`src/rtl/i2c_target_pkg.sv`:
```
package i2c_target_pkg;
    localparam int STAT_W = 7;
    localparam int CTRL_W = 4;
    localparam int SEL_W  = 3;

    // status / interrupt-enable bit positions
    localparam int ST_ADDR = 0;
    localparam int ST_RXB  = 1;
    localparam int ST_TXD  = 2;
    localparam int ST_REFL = 3;
    localparam int ST_STOP = 4;
    localparam int ST_RDM  = 5;
    localparam int ST_GEN  = 6;

    // control bit positions
    localparam int CT_NACK = 0;
    localparam int CT_GCEN = 1;
    localparam int CT_EN   = 2;
    localparam int CT_BUF  = 3;

    localparam logic [SEL_W-1:0] SEL_CTRL = 3'd0;
    localparam logic [SEL_W-1:0] SEL_STAT = 3'd1;
    localparam logic [SEL_W-1:0] SEL_IEN  = 3'd2;
    localparam logic [SEL_W-1:0] SEL_OWN  = 3'd3;
    localparam logic [SEL_W-1:0] SEL_DATA = 3'd4;

    typedef enum logic [3:0] {
        LK_IDLE, LK_ADDR, LK_AACK, LK_RXB, LK_RACK,
        LK_RHOLD, LK_TLOAD, LK_TXB, LK_TACK
    } link_st_t;
endpackage

```
`src/rtl/i2c_target_sync.sv`:
```
module i2c_target_sync #(
    parameter int STAGES = 2
) (
    input  logic clk,
    input  logic rst_n,
    input  logic scl_i,
    input  logic sda_i,
    output logic scl_s,
    output logic sda_s,
    output logic scl_rise,
    output logic scl_fall,
    output logic start_det,
    output logic stop_det
);
    typedef struct packed {
        logic [STAGES-1:0] scl_ff;
        logic [STAGES-1:0] sda_ff;
        logic              scl_prev;
        logic              sda_prev;
    } sync_t;

    sync_t q, d;

    always_comb begin
        d          = q;
        d.scl_ff   = {q.scl_ff[STAGES-2:0], scl_i};
        d.sda_ff   = {q.sda_ff[STAGES-2:0], sda_i};
        d.scl_prev = q.scl_ff[STAGES-1];
        d.sda_prev = q.sda_ff[STAGES-1];
    end

    always_ff @(posedge clk or negedge rst_n) begin
        if (!rst_n) q <= '1;
        else        q <= d;
    end

    assign scl_s     = q.scl_ff[STAGES-1];
    assign sda_s     = q.sda_ff[STAGES-1];
    assign scl_rise  = scl_s & ~q.scl_prev;
    assign scl_fall  = ~scl_s & q.scl_prev;
    assign start_det = scl_s & q.scl_prev & q.sda_prev & ~sda_s;
    assign stop_det  = scl_s & q.scl_prev & ~q.sda_prev & sda_s;


    stop_start_excl_chk: assert property (@(posedge clk) disable iff (!rst_n)
        stop_det |-> !start_det);
endmodule

```
`src/rtl/i2c_target_link.sv`:
```
module i2c_target_link
    import i2c_target_pkg::*;
#(
    parameter int DATA_W = 8
) (
    input  logic                clk,
    input  logic                rst_n,
    input  logic                scl_s,
    input  logic                sda_s,
    input  logic                scl_rise,
    input  logic                scl_fall,
    input  logic                start_det,
    input  logic                stop_det,
    input  logic                cfg_en,
    input  logic                cfg_gcen,
    input  logic                cfg_fnack,
    input  logic [DATA_W-2:0]   own_addr,
    input  logic [DATA_W-1:0]   tx_data,
    input  logic                refill_flag,
    input  logic                rxb_flag,
    output logic [STAT_W-1:0]   ev,
    output logic                rx_we,
    output logic [DATA_W-1:0]   rx_byte,
    output logic                scl_oe,
    output logic                sda_oe
);
    localparam int CNT_W = $clog2(DATA_W);
    localparam logic [CNT_W-1:0] LAST = CNT_W'(DATA_W - 1);

    typedef struct packed {
        link_st_t          st;
        logic [CNT_W-1:0]  cnt;
        logic [DATA_W-1:0] sh;
        logic              rw;
        logic              nak;
        logic              scl_oe;
        logic              sda_oe;
    } link_t;

    link_t q, d;
    logic [DATA_W-1:0] byte_in;
    logic hit_own, hit_gc;

    assign byte_in = {q.sh[DATA_W-2:0], sda_s};
    assign hit_own = cfg_en && (own_addr != '0) && (byte_in[DATA_W-1:1] == own_addr);
    assign hit_gc  = cfg_en && cfg_gcen && (byte_in == '0);

    always_comb begin
        d     = q;
        ev    = '0;
        rx_we = 1'b0;
        if (stop_det) begin
            d.st = LK_IDLE; d.scl_oe = 1'b0; d.sda_oe = 1'b0;
            ev[ST_STOP] = 1'b1;
        end else if (start_det) begin
            d.st = LK_ADDR; d.cnt = '0; d.scl_oe = 1'b0; d.sda_oe = 1'b0;
        end else begin
            case (q.st)
                LK_ADDR: if (scl_rise) begin
                    d.sh  = byte_in;
                    d.cnt = q.cnt + 1'b1;
                    if (q.cnt == LAST) begin
                        if (hit_own || hit_gc) begin
                            d.st = LK_AACK; d.cnt = '0; d.rw = sda_s;
                            ev[ST_ADDR] = 1'b1;
                            ev[ST_GEN]  = hit_gc;
                            ev[ST_RDM]  = sda_s;
                        end else begin
                            d.st = LK_IDLE;
                        end
                    end
                end
                LK_AACK: if (scl_fall) begin
                    if (q.cnt == '0) begin
                        d.sda_oe = 1'b1; d.cnt = 1;
                    end else begin
                        d.sda_oe = 1'b0; d.cnt = '0;
                        d.st = q.rw ? LK_TLOAD : LK_RXB;
                    end
                end
                LK_RXB: if (scl_rise) begin
                    d.sh  = byte_in;
                    d.cnt = q.cnt + 1'b1;
                    if (q.cnt == LAST) begin
                        d.st = LK_RACK; d.cnt = '0;
                    end
                end
                LK_RACK: if (scl_fall) begin
                    if (q.cnt == '0) begin
                        rx_we = 1'b1;
                        ev[ST_RXB] = 1'b1;
                        d.sda_oe = ~cfg_fnack;
                        d.nak = cfg_fnack;
                        d.cnt = 1;
                    end else begin
                        d.sda_oe = 1'b0; d.cnt = '0;
                        if (q.nak) d.st = LK_IDLE;
                        else begin
                            d.st = LK_RHOLD; d.scl_oe = rxb_flag;
                        end
                    end
                end
                LK_RHOLD: begin
                    if (!rxb_flag) begin
                        d.scl_oe = 1'b0; d.st = LK_RXB; d.cnt = '0;
                    end else begin
                        d.scl_oe = 1'b1;
                    end
                end
                LK_TLOAD: begin
                    if (refill_flag) begin
                        d.scl_oe = 1'b1;
                    end else begin
                        d.scl_oe = 1'b0;
                        d.sh = tx_data;
                        d.sda_oe = ~tx_data[DATA_W-1];
                        d.cnt = '0;
                        d.st = LK_TXB;
                        ev[ST_REFL] = 1'b1;
                    end
                end
                LK_TXB: if (scl_fall) begin
                    if (q.cnt == LAST) begin
                        d.sda_oe = 1'b0; d.st = LK_TACK;
                    end else begin
                        d.sh = {q.sh[DATA_W-2:0], 1'b0};
                        d.sda_oe = ~q.sh[DATA_W-2];
                        d.cnt = q.cnt + 1'b1;
                    end
                end
                LK_TACK: begin
                    if (scl_rise) begin
                        d.nak = sda_s;
                        ev[ST_TXD] = 1'b1;
                    end else if (scl_fall) begin
                        d.st = q.nak ? LK_IDLE : LK_TLOAD;
                    end
                end
                default: ;
            endcase
        end
    end

    always_ff @(posedge clk or negedge rst_n) begin
        if (!rst_n) q <= '{st: LK_IDLE, default: '0};
        else        q <= d;
    end

    assign rx_byte = q.sh;
    assign scl_oe  = q.scl_oe;
    assign sda_oe  = q.sda_oe;


    stretch_low_chk: assert property (@(posedge clk) disable iff (!rst_n)
        $rose(scl_oe) |-> !$past(scl_s));

    match_en_chk: assert property (@(posedge clk) disable iff (!rst_n)
        ev[ST_ADDR] |-> cfg_en);

    sda_change_chk: assert property (@(posedge clk) disable iff (!rst_n)
        !$stable(sda_oe) |-> (!$past(scl_s) || $past(stop_det) || $past(start_det)));
endmodule

```
`src/rtl/i2c_target_regs.sv`:
```
module i2c_target_regs
    import i2c_target_pkg::*;
#(
    parameter int DATA_W = 8
) (
    input  logic                clk,
    input  logic                rst_n,
    input  logic [SEL_W-1:0]    reg_sel,
    input  logic                reg_wr,
    input  logic [DATA_W-1:0]   reg_wdata,
    output logic [DATA_W-1:0]   reg_rdata,
    input  logic [STAT_W-1:0]   ev,
    input  logic                rx_we,
    input  logic [DATA_W-1:0]   rx_byte,
    output logic [CTRL_W-1:0]   ctrl,
    output logic [DATA_W-2:0]   own_addr,
    output logic [DATA_W-1:0]   data,
    output logic [STAT_W-1:0]   stat,
    output logic                irq
);
    typedef struct packed {
        logic [CTRL_W-1:0] ctrl;
        logic [STAT_W-1:0] stat;
        logic [STAT_W-1:0] ien;
        logic [DATA_W-2:0] own;
        logic [DATA_W-1:0] data;
    } regs_t;

    regs_t q, d;

    always_comb begin
        d = q;
        if (reg_wr) begin
            case (reg_sel)
                SEL_CTRL: d.ctrl = reg_wdata[CTRL_W-1:0];
                SEL_STAT: d.stat = q.stat & reg_wdata[STAT_W-1:0];
                SEL_IEN:  d.ien  = reg_wdata[STAT_W-1:0];
                SEL_OWN:  d.own  = reg_wdata[DATA_W-2:0];
                SEL_DATA: d.data = reg_wdata;
                default: ;
            endcase
        end
        d.stat = d.stat | ev;
        if (rx_we) d.data = rx_byte;
    end

    always_ff @(posedge clk or negedge rst_n) begin
        if (!rst_n) q <= '0;
        else        q <= d;
    end

    always_comb begin
        reg_rdata = '0;
        case (reg_sel)
            SEL_CTRL: reg_rdata[CTRL_W-1:0] = q.ctrl;
            SEL_STAT: reg_rdata[STAT_W-1:0] = q.stat;
            SEL_IEN:  reg_rdata[STAT_W-1:0] = q.ien;
            SEL_OWN:  reg_rdata[DATA_W-2:0] = q.own;
            SEL_DATA: reg_rdata = q.data;
            default: ;
        endcase
    end

    assign ctrl     = q.ctrl;
    assign own_addr = q.own;
    assign data     = q.data;
    assign stat     = q.stat;
    assign irq      = |(q.stat & q.ien);

    for (genvar i = 0; i < STAT_W; i++) begin : g_stat_chk

        stat_w0c_chk: assert property (@(posedge clk) disable iff (!rst_n)
            $fell(q.stat[i]) |-> $past(reg_wr && reg_sel == SEL_STAT && !reg_wdata[i]));
    end


    irq_fall_chk: assert property (@(posedge clk) disable iff (!rst_n)
        $fell(irq) |-> $past(reg_wr));
endmodule

```
`src/rtl/i2c_target_core.sv`:
```
module i2c_target_core
    import i2c_target_pkg::*;
#(
    parameter int DATA_W      = 8,
    parameter int SYNC_STAGES = 2
) (
    input  logic              clk,
    input  logic              rst_n,
    input  logic [SEL_W-1:0]  reg_sel,
    input  logic              reg_wr,
    input  logic [DATA_W-1:0] reg_wdata,
    output logic [DATA_W-1:0] reg_rdata,
    output logic              irq,
    input  logic              scl_i,
    output logic              scl_oe,
    input  logic              sda_i,
    output logic              sda_oe
);
    logic scl_s, sda_s, scl_rise, scl_fall, start_det, stop_det;
    logic [STAT_W-1:0] ev, stat;
    logic rx_we;
    logic [DATA_W-1:0] rx_byte, data;
    logic [CTRL_W-1:0] ctrl;
    logic [DATA_W-2:0] own_addr;

    i2c_target_sync #(.STAGES(SYNC_STAGES)) u_sync (
        .clk(clk), .rst_n(rst_n), .scl_i(scl_i), .sda_i(sda_i),
        .scl_s(scl_s), .sda_s(sda_s), .scl_rise(scl_rise), .scl_fall(scl_fall),
        .start_det(start_det), .stop_det(stop_det)
    );

    i2c_target_link #(.DATA_W(DATA_W)) u_link (
        .clk(clk), .rst_n(rst_n), .scl_s(scl_s), .sda_s(sda_s),
        .scl_rise(scl_rise), .scl_fall(scl_fall),
        .start_det(start_det), .stop_det(stop_det),
        .cfg_en(ctrl[CT_EN]), .cfg_gcen(ctrl[CT_GCEN]), .cfg_fnack(ctrl[CT_NACK]),
        .own_addr(own_addr), .tx_data(data),
        .refill_flag(stat[ST_REFL]), .rxb_flag(stat[ST_RXB]),
        .ev(ev), .rx_we(rx_we), .rx_byte(rx_byte),
        .scl_oe(scl_oe), .sda_oe(sda_oe)
    );

    i2c_target_regs #(.DATA_W(DATA_W)) u_regs (
        .clk(clk), .rst_n(rst_n), .reg_sel(reg_sel), .reg_wr(reg_wr),
        .reg_wdata(reg_wdata), .reg_rdata(reg_rdata),
        .ev(ev), .rx_we(rx_we), .rx_byte(rx_byte),
        .ctrl(ctrl), .own_addr(own_addr), .data(data), .stat(stat), .irq(irq)
    );
endmodule

```
`config.mk`:
```
export PLATFORM = sky130hd
export DESIGN_NAME = i2c_target_core
export DESIGN_NICKNAME = d
export VERILOG_FILES = /design/src/rtl/i2c_target_pkg.sv /design/src/rtl/i2c_target_sync.sv /design/src/rtl/i2c_target_link.sv /design/src/rtl/i2c_target_regs.sv /design/src/rtl/i2c_target_core.sv
export SDC_FILE = /design/constraint.sdc
export NUM_CORES = 1
export LEC_CHECK = 0
export CAP_MARGIN = 20
export CORE_ASPECT_RATIO = 0.7
export CORE_UTILIZATION = 53
export CTS_CLUSTER_DIAMETER = 200
export DETAILED_ROUTE_END_ITERATION = 10
export PLACE_DENSITY = 0.89
export SYNTH_ARGS = -nofsm -noshare
export SYNTH_HDL_FRONTEND = slang
export SYNTH_SLANG_ARGS = --single-unit
export TNS_END_PERCENT = 20
```
`constraint.sdc`:
```
create_clock -name clk -period 2.1 [get_ports clk]
set_input_delay 0.21 -clock clk [delete_from_list [all_inputs] [get_ports clk]]
set_output_delay 0.21 -clock clk [all_outputs]
set_load 0.005 [all_outputs]
```
Word-level counts from Yosys, hierarchy flattened --
Cells that the tools add are included. W data, S select, Z words.
Cells by class: equal/unequal tests 45, muxes and demuxes 76, add/subtract/negate cells 1, bitwise operators 19, reduce and logical (&&, ||, !) cells 29
Operators with widths (number):
- $mux W7 | 9
- $ne A4 B4 Y1 const B | 12
- $mux W15 | 3
- $mux W4 | 8
- $pmux W4 S8 | 1
- $pmux W8 S4 | 1
- $mux W1 | 29
- $mux W29 | 1
- $ne A3 B3 Y1 const B | 8
- $pmux W3 S7 | 1
- $pmux W4 S5 | 1
- $mux W2 | 9
- $eq A4 B3 Y1 const B | 4
- $mux W16 | 1
- $mux W8 | 2
- $mux W3 | 5
- $reduce_and A15 Y1 | 1
- $and A7 B7 Y7 | 2
- $ne A2 B2 Y1 const B | 7
- $ne A4 B3 Y1 const B | 3
- $pmux W3 S4 | 1
- $reduce_and A6 Y1 | 2
- $mux W11 | 1
- $reduce_and A10 Y1 | 1
- other kinds (31) | 57
Word-level totals: output and inout bits 11, bits in registers 58, word-level logic and storage cells 186

Depth between registers and ports, before layout --
depth after elaboration 11, gate-level depth with buffers 10, mapped depth without buffers 8

Cells and area by module --
Synthesis repeated with hierarchy kept, for this count alone.
Second synthesis, totals: cell total of the unflattened synthesis 408, area total of the unflattened synthesis 4017.6 µm²
Modules (own cells, without submodules):
- i2c_target_regs | instances 1, sequential area each 825.8 µm², area each 1935.6 µm², cells each 174
- i2c_target_link | instances 1, sequential area each 475.5 µm², area each 1891.8 µm², cells each 224
- i2c_target_sync | instances 1, sequential area each 157.7 µm², area each 190.2 µm², cells each 10

Worst setup path after synthesis --
OpenSTA, ideal clock, no wires.
kind register -> register, from register u_link.q[12] (netlist bit), to register u_link.q (netlist bit u_link.rx_byte[0]), arrival 2.091 ns, buffers on the path 1, setup slack -0.116 ns, setup time 0.125 ns, cell stages (with the launch flop) 9, data required time 1.975 ns, path through dfrtp_1 -> ha_1 -> ha_1 -> inv_1 -> a311oi_1 -> o21a_1 -> or4_1 -> buf_2 -> mux2_4
On the way: longest elaborated chain between the ends 3
RTL lines:
- from (decl) | RTL line i2c_target_link.sv:40 | link_t q, d;
- from (signal assigned) | RTL line i2c_target_link.sv:145 | if (!rst_n) q <= '{st: LK_IDLE, default: '0};
- from (signal assigned) | RTL line i2c_target_link.sv:146 | else q <= d;
- $eq A3 B3 Y1 | RTL line i2c_target_link.sv:123 | if (q.cnt == LAST) begin
- $ne A2 B2 Y1 (no line)
- $reduce_and A8 Y1 (no line)
No other way between the ends. A chain may end at the register's enable or synchronous reset.

Worst setup path in the final report --
from register u_link.q[13] (netlist bit), to register u_link.q (netlist bit u_link.rx_byte[0])
Same word-level chain as after synthesis.

==> key figures <==
Run status
  – Outcome: completed

Cells and area
  – Total Nets Final: 436
  – Ant diodes: 0
  – Area grow syn2layout: 27.1%
  – Final Util: 0.723
  – Proportion of layout cells with a drive suffix above 1: 0.258
  – Filler cell count in the final layout: 418

Worst setup path
  – Setup CP Type: register to register
  – Slowest CP cell: or4_4
  – Worst r2r dst: u_link.rx_byte[0]
  – CP endpoint kind: register
  – Critical Path Start Type: register
  – Crit path cell chain: ha_4 -> ha_4 -> inv_4 -> a311oi_2 -> o21a_1 -> or4_4 -> mux2_4
  – CP most frequent cell: ha_4
  – Critical Path RT: 2340 ps
  – CP peak stage delay: 480 ps
  – Reg2Reg Setup Slack: 2 ps
  – Worst EP arrival: 2340 ps
  – Max FO, Critical Path: 3
  – Worst path bufs/invs: 1
  – CP top delay family: simple AND/OR/NAND/NOR gates
  – Worst r2r path cells: 7
  – Worst r2r src: u_link.q[13]

Global route
  – Gr usage total: 0.319
  – Vias in the first global route: 3028
  – Largest net degree at the start of global routing: 39
  – Initial antenna violation count: 0
  – First-pass GRT wire length: 15.8 mm
  – Grt total ovfl: 0

Clock network
  – H-tree depth: 3
  – Clock Tree Root: clkbuf_8
  – Clk_lat worst skew: 350 ps
  – Clock sink total: 58
  – Reg clk slew, reported paths: 70 ps
  – CTS buffer count: 9
  – CTS tree: yes
  – Clock buffer depth: 2

Floorplanning
  – Die area: 6660 um^2
  – Initial Util: 0.569
  – Die Y: 68.6 um
  – Floorplan core area: 5900 um^2
  – Top Ports: 27
  – Die W: 97.1 um
  – # rows: 23

Yosys
  – Sequential area share after synthesis: 0.435
  – Asr flop ratio synth: 1.00
  – Mapped Nets: 376
  – Post-Syn Instances: 357
  – Synth Cell Area: 3350 um^2
  – #FFs+latches synth: 58
  – Synth Flop Type: dfrtp_1
  – Synth Area per Inst: 9.40 um^2
  – Post-synth EDFFs: 0
  – Cell variety after synth: 54
  – Synth warn: 0

Detailed routing
  – Routed len/inst: 21.2 um
  – Final Routed Wirelength: 10.5 mm
  – ANT nets after route: 0
  – DR pass1 iterations: 5
  – DRC errors left: 0
  – Vias: 3280
  – Initial DRC Count: 507
  – Vias per inst: 6.60

STA
  – RSZ-0062 raised after global routing: true
  – Slew Limit Fails: 0
  – Slew @ Worst Pin: 485 ps
  – Final worst path period need: 2100 ps
  – Maximum clock rate: 0.477 GHz
  – Setup Viol. Count Final: 0
  – Setup_tns: 0 ps
  – Crit path setup slack, layout: 1.59 ps
  – Fin. Hold Viols: 0
  – Post-Route Skew: 10.1 ps
  – Slew HR: 0.677
  – Final period utilization: 0.999

Pwr
  – Switching share of power: 0.411
  – VDD IR-drop max: 0.798 mV
  – P_int: 3.27 mW
  – Lkg Pwr: 1.80 nW
  – Sw Pwr: 2.28 mW
  – Power Dens Cells: 1300 nW/um^2
  – Tot Pwr: 5.54 mW
  – Flop pwr share: 0.352
  – Clock share of power: 0.193
  – Comb pwr share: 0.455

Run
  – MaxCap Viol Count: 0

Min path
  – Worst Hold Path EP: u_sync.d[3]
  – Hold crit path type: input pin to register
  – Hold depth: 1
  – Hold_sp: sda_i

Placed design
  – Worst slack at placement: -87.0 ps
  – Placer Congestion: 1.01
  – Final HPWL DP: 7.30 mm
  – IO Port Bufs: 26
## metal layers
| layer | routed length, um | part of all wire | global-route usage | up-vias |
|---|---|---|---|---|
| li1 | - | - | - | 1434 |
| met1 | 4440 | 0.42 | 0.444 | 1567 |
| met2 | 4490 | 0.43 | 0.463 | 239 |
| met3 | 1270 | 0.12 | 0.104 | 40 |
| met4 | 339 | 0.032 | 0.131 | 0 |
| met5 | 0 | 0 | 0 | - |
## Yosys cell counts, types with 2 or more instances
cell type / count / area (um^2)
a211o_1: 2 / 17.5
a211oi_1: 3 / 22.5
a21oi_1: 26 / 130
a22oi_1: 11 / 82.6
and3_1: 2 / 12.5
buf_1: 4 / 15.0
buf_2: 6 / 30.0
clkbuf_1: 6 / 22.5
dfrtp_1: 52 / 1300
dfstp_2: 6 / 158
ha_1: 3 / 37.5
inv_1: 8 / 30.0
mux2_2: 20 / 225
mux2i_1: 21 / 210
nand2_1: 29 / 109
nand2b_1: 10 / 62.6
nand3_1: 13 / 65.1
nand3b_1: 2 / 15.0
nand4_1: 5 / 31.3
nor2_1: 32 / 120
nor2b_1: 7 / 43.8
nor3_1: 4 / 20.0
nor4_1: 3 / 18.8
nor4b_1: 2 / 17.5
o211ai_1: 2 / 15.0
o21ai_0: 30 / 150
o21ai_1: 3 / 15.0
o22ai_1: 10 / 62.6
o31ai_1: 2 / 15.0
or3_1: 2 / 12.5
xnor2_1: 8 / 70.1
## state kept, by name (all words and copies together), names as in the netlist, 2 cells and up
name and flops:
u_regs.own_addr 7, u_regs.data 8, u_regs.stat 7, u_sync.q 2
u_regs.ctrl 4, u_regs.q 7, u_sync.d 2, u_link.rx_byte 8
u_link.q 9
## cell type report
class / count / area, um^2 / share of cell area
timing repair buffer: 67 / 612 / 0.144
clock buffer: 9 / 124 / 0.0291
tap: 75 / 93.8 / 0.0220
inverter: 8 / 32.5 / 0.00763
multi-input combinational: 273 / 1860 / 0.436
sequential: 58 / 1460 / 0.343
clock inverter: 7 / 77.6 / 0.0182
## power by group through the flow
stage | Clock, mW | Sequential (mW) | Combinational [mW]
after floorplan | 0 | 1.72 | 1.50
after global placement | 0 | 1.91 | 2.10
after detailed placement | 0 | 1.93 | 2.17
after CTS | 1.08 | 1.90 | 2.26
after global routing | 1.13 | 1.99 | 2.72
final | 1.07 | 1.95 | 2.52
## how the worst max path moves through the flow
stage,from,cells after the start,slack (ps),endpoint
final,u_link.q[13],7,2,u_link.rx_byte[0]
after global routing,reg_sel[2],7,-50,reg_rdata[1]
after CTS,u_link.q[13],9,6,u_link.rx_byte[2]
after detailed placement,u_link.q[13],8,-90,u_link.rx_byte[3]
after global placement,reg_sel[1],5,40,reg_rdata[0]
after floorplan,u_link.q[12],8,-20,u_link.rx_byte[0]
## cells in the final DEF (no fill, tap or decap), types with 3 or more instances in the layout
master	synthesis	layout
dfrtp_1	52	49
nand3_1	13	12
clkinv_4	0	3
nand4_1	5	5
a21oi_1	26	26
clkbuf_8	0	9
xnor2_1	8	8
dfstp_2	6	6
inv_1	8	7
o21ai_1	3	3
a22oi_1	11	11
buf_4	1	36
o21ai_2	0	4
nand2_1	29	25
o22ai_1	10	10
nand2_2	0	4
o21ai_0	30	26
nor3_1	4	4
nand2b_1	10	10
mux2i_1	21	21
dfrtp_2	0	3
clkdlybuf4s50_1	0	23
a211oi_1	3	3
nor2b_1	7	6
mux2_2	20	20
nor2_1	32	32
## worst reg2reg max path: stages, from the launching register on
cell      delay [ps]
dfrtp_1          430
ha_4             190
ha_4             170
inv_4             60
a311oi_2          80
o21a_1           230
or4_4            480
mux2_4           330
## stage by stage
stage / cell area (um^2) / std cells / hold WS, ps
finish: 4260 / 497 / 262
global route: 4260 / 497 / 258
CTS: 4160 / 496 / 255
detailed placement: 3920 / 477 / 202
global placement: 3920 / 477 / 189
floorplan: 3380 / 357 / -85.6
## cells by family after synthesis
family                   Yosys count  share of synthesized area
XOR/XNOR                           8                     0.0209
AND/OR/NAND/NOR                  118                      0.173
multiplexers                      43                      0.141
buffers and inverters             26                     0.0347
AO/OA/AOI/OAI                    101                      0.184
flip-flops                        58                      0.435
adder cells (fa/ha/maj)            3                     0.0112
## timing repair
| action | 4_1_cts | 5_1_grt |
|---|---|---|
| pin swaps | 1 | 6 |
| hold buffers | 1 | 0 |
| gates cloned | 0 | 1 |
| setup endpoints to repair | 9 | 22 |
| setup buffers | 2 | 0 |
| endpoints found under the hold margin | 16 | 0 |
| resized for setup | 4 | 25 |
(Power assumes the default switching activity.)
